**src/rtl/ubus_pkg.sv**
```systemverilog
package ubus_pkg;
    localparam int unsigned INSN_W = 32;

    typedef enum logic [2:0] {
        SEL_RS   = 3'd0,
        SEL_RT   = 3'd1,
        SEL_RD   = 3'd2,
        SEL_PC   = 3'd3,
        SEL_LINK = 3'd4
    } rsel_e;

    typedef enum logic [1:0] {
        EXT_SIGN = 2'd0,
        EXT_ZERO = 2'd1,
        EXT_BR   = 2'd2
    } ext_e;

    typedef enum logic [3:0] {
        OP_ADD  = 4'd0,
        OP_SUB  = 4'd1,
        OP_AND  = 4'd2,
        OP_OR   = 4'd3,
        OP_XOR  = 4'd4,
        OP_SLT  = 4'd5,
        OP_PASB = 4'd6,
        OP_INC4 = 4'd7,
        OP_JTGT = 4'd8
    } aop_e;
endpackage

```
**src/rtl/ubus_immext.sv**
```systemverilog
module ubus_immext #(
    parameter int unsigned W = 32
) (
    input  logic [15:0]  imm,
    input  logic [1:0]   sel,
    output logic [W-1:0] val
);
    import ubus_pkg::*;

    always_comb begin
        unique case (sel)
            EXT_SIGN: val = {{(W-16){imm[15]}}, imm};
            EXT_ZERO: val = {{(W-16){1'b0}}, imm};
            EXT_BR:   val = {{(W-18){imm[15]}}, imm, 2'b00};
            default:  val = '0;
        endcase
    end
endmodule

```
**src/rtl/ubus_alu.sv**
```systemverilog
module ubus_alu #(
    parameter int unsigned W = 32
) (
    input  logic [W-1:0] a,
    input  logic [W-1:0] b,
    input  logic [3:0]   op,
    output logic [W-1:0] y
);
    import ubus_pkg::*;

    always_comb begin
        unique case (op)
            OP_ADD:  y = a + b;
            OP_SUB:  y = a - b;
            OP_AND:  y = a & b;
            OP_OR:   y = a | b;
            OP_XOR:  y = a ^ b;
            OP_SLT:  y = ($signed(a) < $signed(b)) ? W'(1) : '0;
            OP_PASB: y = b;
            OP_INC4: y = a + W'(4);
            OP_JTGT: y = {a[W-1:W-4], b[W-7:0], 2'b00};
            default: y = '0;
        endcase
    end
endmodule

```
**src/rtl/ubus_regfile.sv**
```systemverilog
module ubus_regfile #(
    parameter int unsigned W     = 32,
    parameter int unsigned NARCH = 32,
    localparam int unsigned NENT = NARCH + 1,
    localparam int unsigned IW   = $clog2(NENT)
) (
    input  logic          clk,
    input  logic          rst_n,
    input  logic [IW-1:0] idx,
    input  logic          wr_en,
    input  logic [W-1:0]  wr_data,
    output logic [W-1:0]  rd_data
);
    logic [W-1:0] rf_q [NENT];
    logic [W-1:0] rf_d [NENT];

    always_comb begin
        rf_d = rf_q;
        if (wr_en && idx != '0 && 32'(idx) < NENT) begin
            rf_d[idx] = wr_data;
        end
    end

    always_ff @(posedge clk) begin
        if (!rst_n) begin
            for (int i = 0; i < NENT; i++) rf_q[i] <= '0;
        end else begin
            rf_q <= rf_d;
        end
    end

    assign rd_data = (idx == '0 || 32'(idx) >= NENT) ? '0 : rf_q[idx];
endmodule

```
**src/rtl/ubus_datapath.sv**
```systemverilog
module ubus_datapath
    import ubus_pkg::*;
#(
    parameter int unsigned W        = 32,
    parameter int unsigned NARCH    = 32,
    parameter int unsigned LINK_IDX = 31
) (
    input  logic         clk,
    input  logic         rst_n,
    input  logic         en_reg,
    input  logic         en_mem,
    input  logic         en_alu,
    input  logic         en_imm,
    input  logic         ld_ma,
    input  logic         ld_a,
    input  logic         ld_b,
    input  logic         ld_ir,
    input  logic         reg_wr,
    input  logic         mem_wr,
    input  logic [2:0]   reg_sel,
    input  logic [1:0]   ext_sel,
    input  logic [3:0]   alu_op,
    output logic         st_zero,
    output logic         st_busy,
    output logic [5:0]   st_opcode,
    output logic         mem_req,
    output logic         mem_we,
    output logic [W-1:0] mem_addr,
    output logic [W-1:0] mem_wdata,
    input  logic [W-1:0] mem_rdata,
    input  logic         mem_busy,
    output logic [W-1:0] bus_val
);
    localparam int unsigned IW     = $clog2(NARCH + 1);
    localparam int unsigned PC_IDX = NARCH;

    typedef struct packed {
        logic [W-1:0] a;
        logic [W-1:0] b;
        logic [W-1:0] ma;
        logic [W-1:0] ir;
    } dp_t;

    dp_t st_d, st_q;

    logic [IW-1:0] rf_idx;
    logic [W-1:0]  rf_rd, imm_val, alu_y;
    logic          take;
    logic [W-1:0]  a_cur;

    always_comb begin
        unique case (reg_sel)
            SEL_RS:   rf_idx = IW'(st_q.ir[25:21]);
            SEL_RT:   rf_idx = IW'(st_q.ir[20:16]);
            SEL_RD:   rf_idx = IW'(st_q.ir[15:11]);
            SEL_PC:   rf_idx = IW'(PC_IDX);
            SEL_LINK: rf_idx = IW'(LINK_IDX);
            default:  rf_idx = '0;
        endcase
    end

    assign take = !(en_mem && mem_busy);

    ubus_regfile #(.W(W), .NARCH(NARCH)) u_rf (
        .clk     (clk),
        .rst_n   (rst_n),
        .idx     (rf_idx),
        .wr_en   (reg_wr && take),
        .wr_data (bus_val),
        .rd_data (rf_rd)
    );

    ubus_immext #(.W(W)) u_ext (
        .imm (st_q.ir[15:0]),
        .sel (ext_sel),
        .val (imm_val)
    );

    ubus_alu #(.W(W)) u_alu (
        .a  (st_q.a),
        .b  (st_q.b),
        .op (alu_op),
        .y  (alu_y)
    );

    // Wired-OR merge of gated sources, standing in for tri-state drivers.
    assign bus_val = (en_reg ? rf_rd     : '0)
                   | (en_mem ? mem_rdata : '0)
                   | (en_alu ? alu_y     : '0)
                   | (en_imm ? imm_val   : '0);

    always_comb begin
        st_d = st_q;
        if (take) begin
            if (ld_a)  st_d.a  = bus_val;
            if (ld_b)  st_d.b  = bus_val;
            if (ld_ma) st_d.ma = bus_val;
            if (ld_ir) st_d.ir = bus_val;
        end
    end

    always_ff @(posedge clk) begin
        if (!rst_n) st_q <= '0;
        else        st_q <= st_d;
    end

    assign a_cur     = st_q.a;
    assign st_zero   = (st_q.a == '0);
    assign st_busy   = mem_busy;
    assign st_opcode = st_q.ir[31:26];
    assign mem_req   = en_mem | mem_wr;
    assign mem_we    = mem_wr;
    assign mem_addr  = {st_q.ma[W-1:2], 2'b00};
    assign mem_wdata = bus_val;
endmodule

```
**config.mk**
```make
export PLATFORM = sky130hd
export DESIGN_NAME = ubus_datapath
export DESIGN_NICKNAME = d
export VERILOG_FILES = /design/src/rtl/ubus_pkg.sv /design/src/rtl/ubus_immext.sv /design/src/rtl/ubus_alu.sv /design/src/rtl/ubus_regfile.sv /design/src/rtl/ubus_datapath.sv
export SDC_FILE = /design/constraint.sdc
export NUM_CORES = 2
export LEC_CHECK = 0
export BUFFER_PORTS_ARGS = -buffer_cell sky130_fd_sc_hd__buf_4
export CELL_PAD_IN_SITES_DETAIL_PLACEMENT = 0
export CELL_PAD_IN_SITES_GLOBAL_PLACEMENT = 1
export CORE_MARGIN = 4
export CORE_UTILIZATION = 31
export CTS_CLUSTER_SIZE = 40
export DETAILED_ROUTE_END_ITERATION = 16
export PLACE_DENSITY_LB_ADDON = 0.08
export SETUP_SLACK_MARGIN = 0.5
export SLEW_MARGIN = 15
export SYNTH_ARGS = -nofsm -noshare
export SYNTH_HDL_FRONTEND = slang
export SYNTH_SLANG_ARGS = --single-unit
```
**constraint.sdc**
```tcl
create_clock -name clk -period 9.1 [get_ports clk]
set_input_delay 2.73 -clock clk [delete_from_list [all_inputs] [get_ports clk]]
set_output_delay 2.73 -clock clk [all_outputs]
set_load 0.05 [all_outputs]
```
==> impl_results.md <==
- Endpoints failing hold: 0
- Routability cong.: 0.8467
- Die ar.: 188100 um^2
- Buf/Inv on CP: 6
- Reg2Reg Setup Slack: around 3.7 ns
- First-pass GRT wire length: 395.8 mm
- Seq/Total Area, Yosys: 0.4212
- H-tree levels: 4
- Worst slew pin tran: 1.160 ns
- Relative slew slack: 0.2270
- Mux share of post-synthesis cell area: 0.008553
- R2R depth: 13
- EDFF count, synth: 0
- Async SR Flop Fraction: 0
- Synth area leader: dfxtp_1
- M2 GR Usage: 0.4571
- Hold depth: 1
- Count leader, synth: dfxtp_1
- Met3 usage: 0.04105
- Via count: 54.55k
- Met1 Use GR: 0.4036
- Worst hold endpoint: u_rf.rf_q[1036]
- Drt initial violations: 5402
- Initial Util: 0.3132
- Top Usage Layer GRT: met2
- Most frequent cells after synthesis: dfxtp_1 (1182), o21ai_0 (911), a21oi_1 (780), nor2_1 (627), nand2_1 (533)
- CP Launch Type: input pin
- Layout cells sized above 1: 0.1369
- Post-Synth Simple-Gate Area: 0.1365
- Pleak: around 22 nW
- Clock root buffer: clkbuf_16
- Post-Synth Adder-Cell Area: 0.02254
- Largest family of logic cells by synthesized area: compound AO/OA/AOI/OAI gates
- #FFs+latches synth: 1182
- First-pass iteration count of the detailed router: 5
- # Max-Cap Violations: 0
- Final Max Slew Viols: 0
- # rows: between 150 and 200
- Antenna viol nets, final: 0
- Top Family by Delay on Critical Path: compound AO/OA/AOI/OAI gates
- Tcrit/Tclk final: 0.9486
- Critical path's largest stage delay: about 0.55 ns
- Core ar.: 179400 um^2
- Clock sinks: 1182
- Chip Width: 433.7 um
- Vias in the first global route: slightly above 50k
- Netlist Area Pre-Place: 56180 um^2
- Pin count of the biggest net entering global routing: 192
- Worst Hold Launch: u_rf.rf_q[1036]
- Wirelength, routed: 284.1 mm
- Worst setup path class: input pin to output pin
- R2r endpoint: u_rf.rf_q[1018]
- Mapped Cells: 6956
- DRC: 0
- Area grow syn2layout: 17.11%
- Pwr/cell area: 217.8 nW/um^2
- Initial antenna violation count: 15
- Die H: between 400 and 500 um
- Synth area leaders: dfxtp_1 (42%), o21ai_0 (8.1%), a21oi_1 (6.9%)
- Synth cell types: 114
- Clk slew on worst S/H paths: 0.05 ns
- Final Util: 0.3668
- Xor-xnor portion of the synthesized cell area: 0.005145
- Status: finished, final reports clean
- GRT Total Usage: 0.2887
- Avg Inst Size Synth: 8.076 um^2
- Synth top area share: 0.4212
- Max Clk Rate: 0.1158 GHz
- Worst flop-to-flop path startpoint: a_cur[10]
- CTS tree: yes
- Post-synthesis compound-gate area fraction: 0.3274
- IO buf count: 157
- Final setup TNS: 0 ns
- Most used cell along the critical path: buf_4
- CP Capture Type: output pin
- GR Overflow Total: 0
- Overall Power: 14.33 mW
- Minimum clock period: 8.633 ns
- Crit-path max FO: 19
- Crit path max-delay cell type: or4bb_1
- Post-synth top flop: dfxtp_1
- Max VDD drop: 0.0001530 V
- Layout Nets: 6955
- Setup Skew: between 0.03 and 0.04 ns
- Maximum root-to-sink buffer count: 3
- Critical Path RT: about 6.4 ns
- CP cell instances: buf_4 -> or4bb_1 -> o211a_4 -> nand2_4 -> buf_4 -> buf_4 -> o2bb2ai_1 -> o22ai_1 -> a32oi_2 -> a211oi_2 -> a211oi_1 -> nor4b_4 -> buf_4 -> inv_2 -> buf_4
- Vias per inst: 5.877
- RSZ-0062 raised after global routing: true
- Yosys warns: 0
- CTS buffer count: 145
- Arr. time, crit path: approximately 6 ns
- Type of the most critical hold path: flop to flop
- Io pins: 160
- Final number of setup-violating endpoints: 0
- Clk Latency, worst-skew pair: about 0.82 ns
- DR WL/cell: 30.62 um
- HPWL Detailed: 173.8 mm
## cells in the final DEF (no fill, tap or decap), types with 22 or more instances in the layout
cell type / netlist / final
o21a_1: 49 / 49
and2_1: 48 / 42
o211ai_1: 61 / 61
nand4_1: 41 / 41
a221oi_1: 75 / 73
xnor2_1: 32 / 32
nor2_4: 0 / 22
and3_1: 28 / 28
clkbuf_8: 0 / 37
buf_4: 113 / 421
inv_1: 129 / 121
a31oi_1: 127 / 125
nor3_1: 69 / 55
a21oi_1: 780 / 778
nand3_1: 175 / 175
mux2i_1: 39 / 39
nand2_1: 533 / 527
clkbuf_1: 454 / 41
dfxtp_1: 1182 / 1182
nor4_1: 25 / 23
a21o_1: 24 / 23
o21ai_0: 911 / 902
clkbuf_16: 0 / 153
o21ai_1: 16 / 23
o22ai_1: 168 / 166
nor2_1: 627 / 606
o221ai_1: 27 / 26
a211oi_2: 18 / 22
a22oi_1: 25 / 24
a211oi_1: 447 / 442
ha_1: 98 / 98
buf_12: 0 / 56
## flip-flops by register name, indices dropped and copies added (netlist names)
| register | flops |
|---|---|
| st_q | 58 |
| st_opcode | 6 |
| a_cur | 32 |
| mem_addr | 30 |
| u_rf.rf_q | 1056 |
## metrics by stage
| stage | instance area [um^2] | cells | hold WS (ns) | worst slack [ns] |
|---|---|---|---|---|
| 6_report | 65790 | 9281 | 0.4604 | 0.4674 |
| 3_3_place_gp | 59890 | 8961 | 0.4362 | -0.1109 |
| 2_1_floorplan | 56190 | 6957 | 0.4242 | 0.5915 |
| 4_1_cts | 65140 | 9249 | 0.4595 | 0.4378 |
| 5_1_grt | 65780 | 9277 | 0.4745 | 0.4821 |
| 3_5_place_dp | 59940 | 8964 | 0.4423 | -0.08402 |
## kinds of logic (layout without fill, tap and decap cells)
group,Yosys count,after routing
compound gates,2964,2964
other cells,1,11
mux,47,47
simple gates,1677,1681
buf+inv,952,908
xor+xnor,33,33
flops,1182,1182
fa+ha+maj,100,100
## how the worst max path moves through the flow
stage | startpoint | to | depth (start not counted)
after global placement | alu_op[0] | mem_wdata[18] | 11
after global routing | reg_sel[0] | bus_val[25] | 15
after detailed placement | reg_sel[1] | mem_wdata[4] | 12
after CTS | reg_sel[1] | bus_val[25] | 14
after floorplan | reg_sel[0] | mem_wdata[17] | 14
final | reg_sel[2] | bus_val[25] | 15
## what timing repair did
action | in CTS | in global routing
buffers inserted | 16 | 16
cloned | 6 | 6
resized for setup | 33 | 64
setup endpoints to repair | 64 | 60
pin swaps | 8 | 22
hold buffers | 0 | 0
endpoints found under the hold margin | 0 | 0
## cell type report
cell class / instances / area [um^2]
timing repair buffer: 515 / 4962
clock inverter: 37 / 402.9
tap: 2355 / 2947
antenna: 9 / 22.52
multi-input combinational: 4827 / 28930
sequential: 1182 / 23660
clock buffer: 226 / 4367
inverter: 130 / 503.0
fill: 18382 / 113600
## where the power goes
part	switching [mW]	leakage, nW	total (mW)	internal, mW
sequential	0.0894	9.55	5.35	5.26
clock	2.45	2.35	5.90	3.45
combinational	2.24	10.6	3.08	0.841
## layer usage
metal	part of all wire	up-vias
li1	-	25024
met1	0.46	27241
met2	0.45	1881
met3	0.060	397
met4	0.034	2
met5	0.000049	-
## worst reg2reg max path, delay by kind of cell (launching register included)
family / cells / cell delay, ns
AOI/OAI and AO/OA: 6 / 1.72
and+or+nand+nor: 3 / 1.65
buffers and inverters: 3 / 0.93
DFF: 1 / 0.54
adders and majority gates: 1 / 0.44
Note: power is estimated with default switching activity, not from simulation.
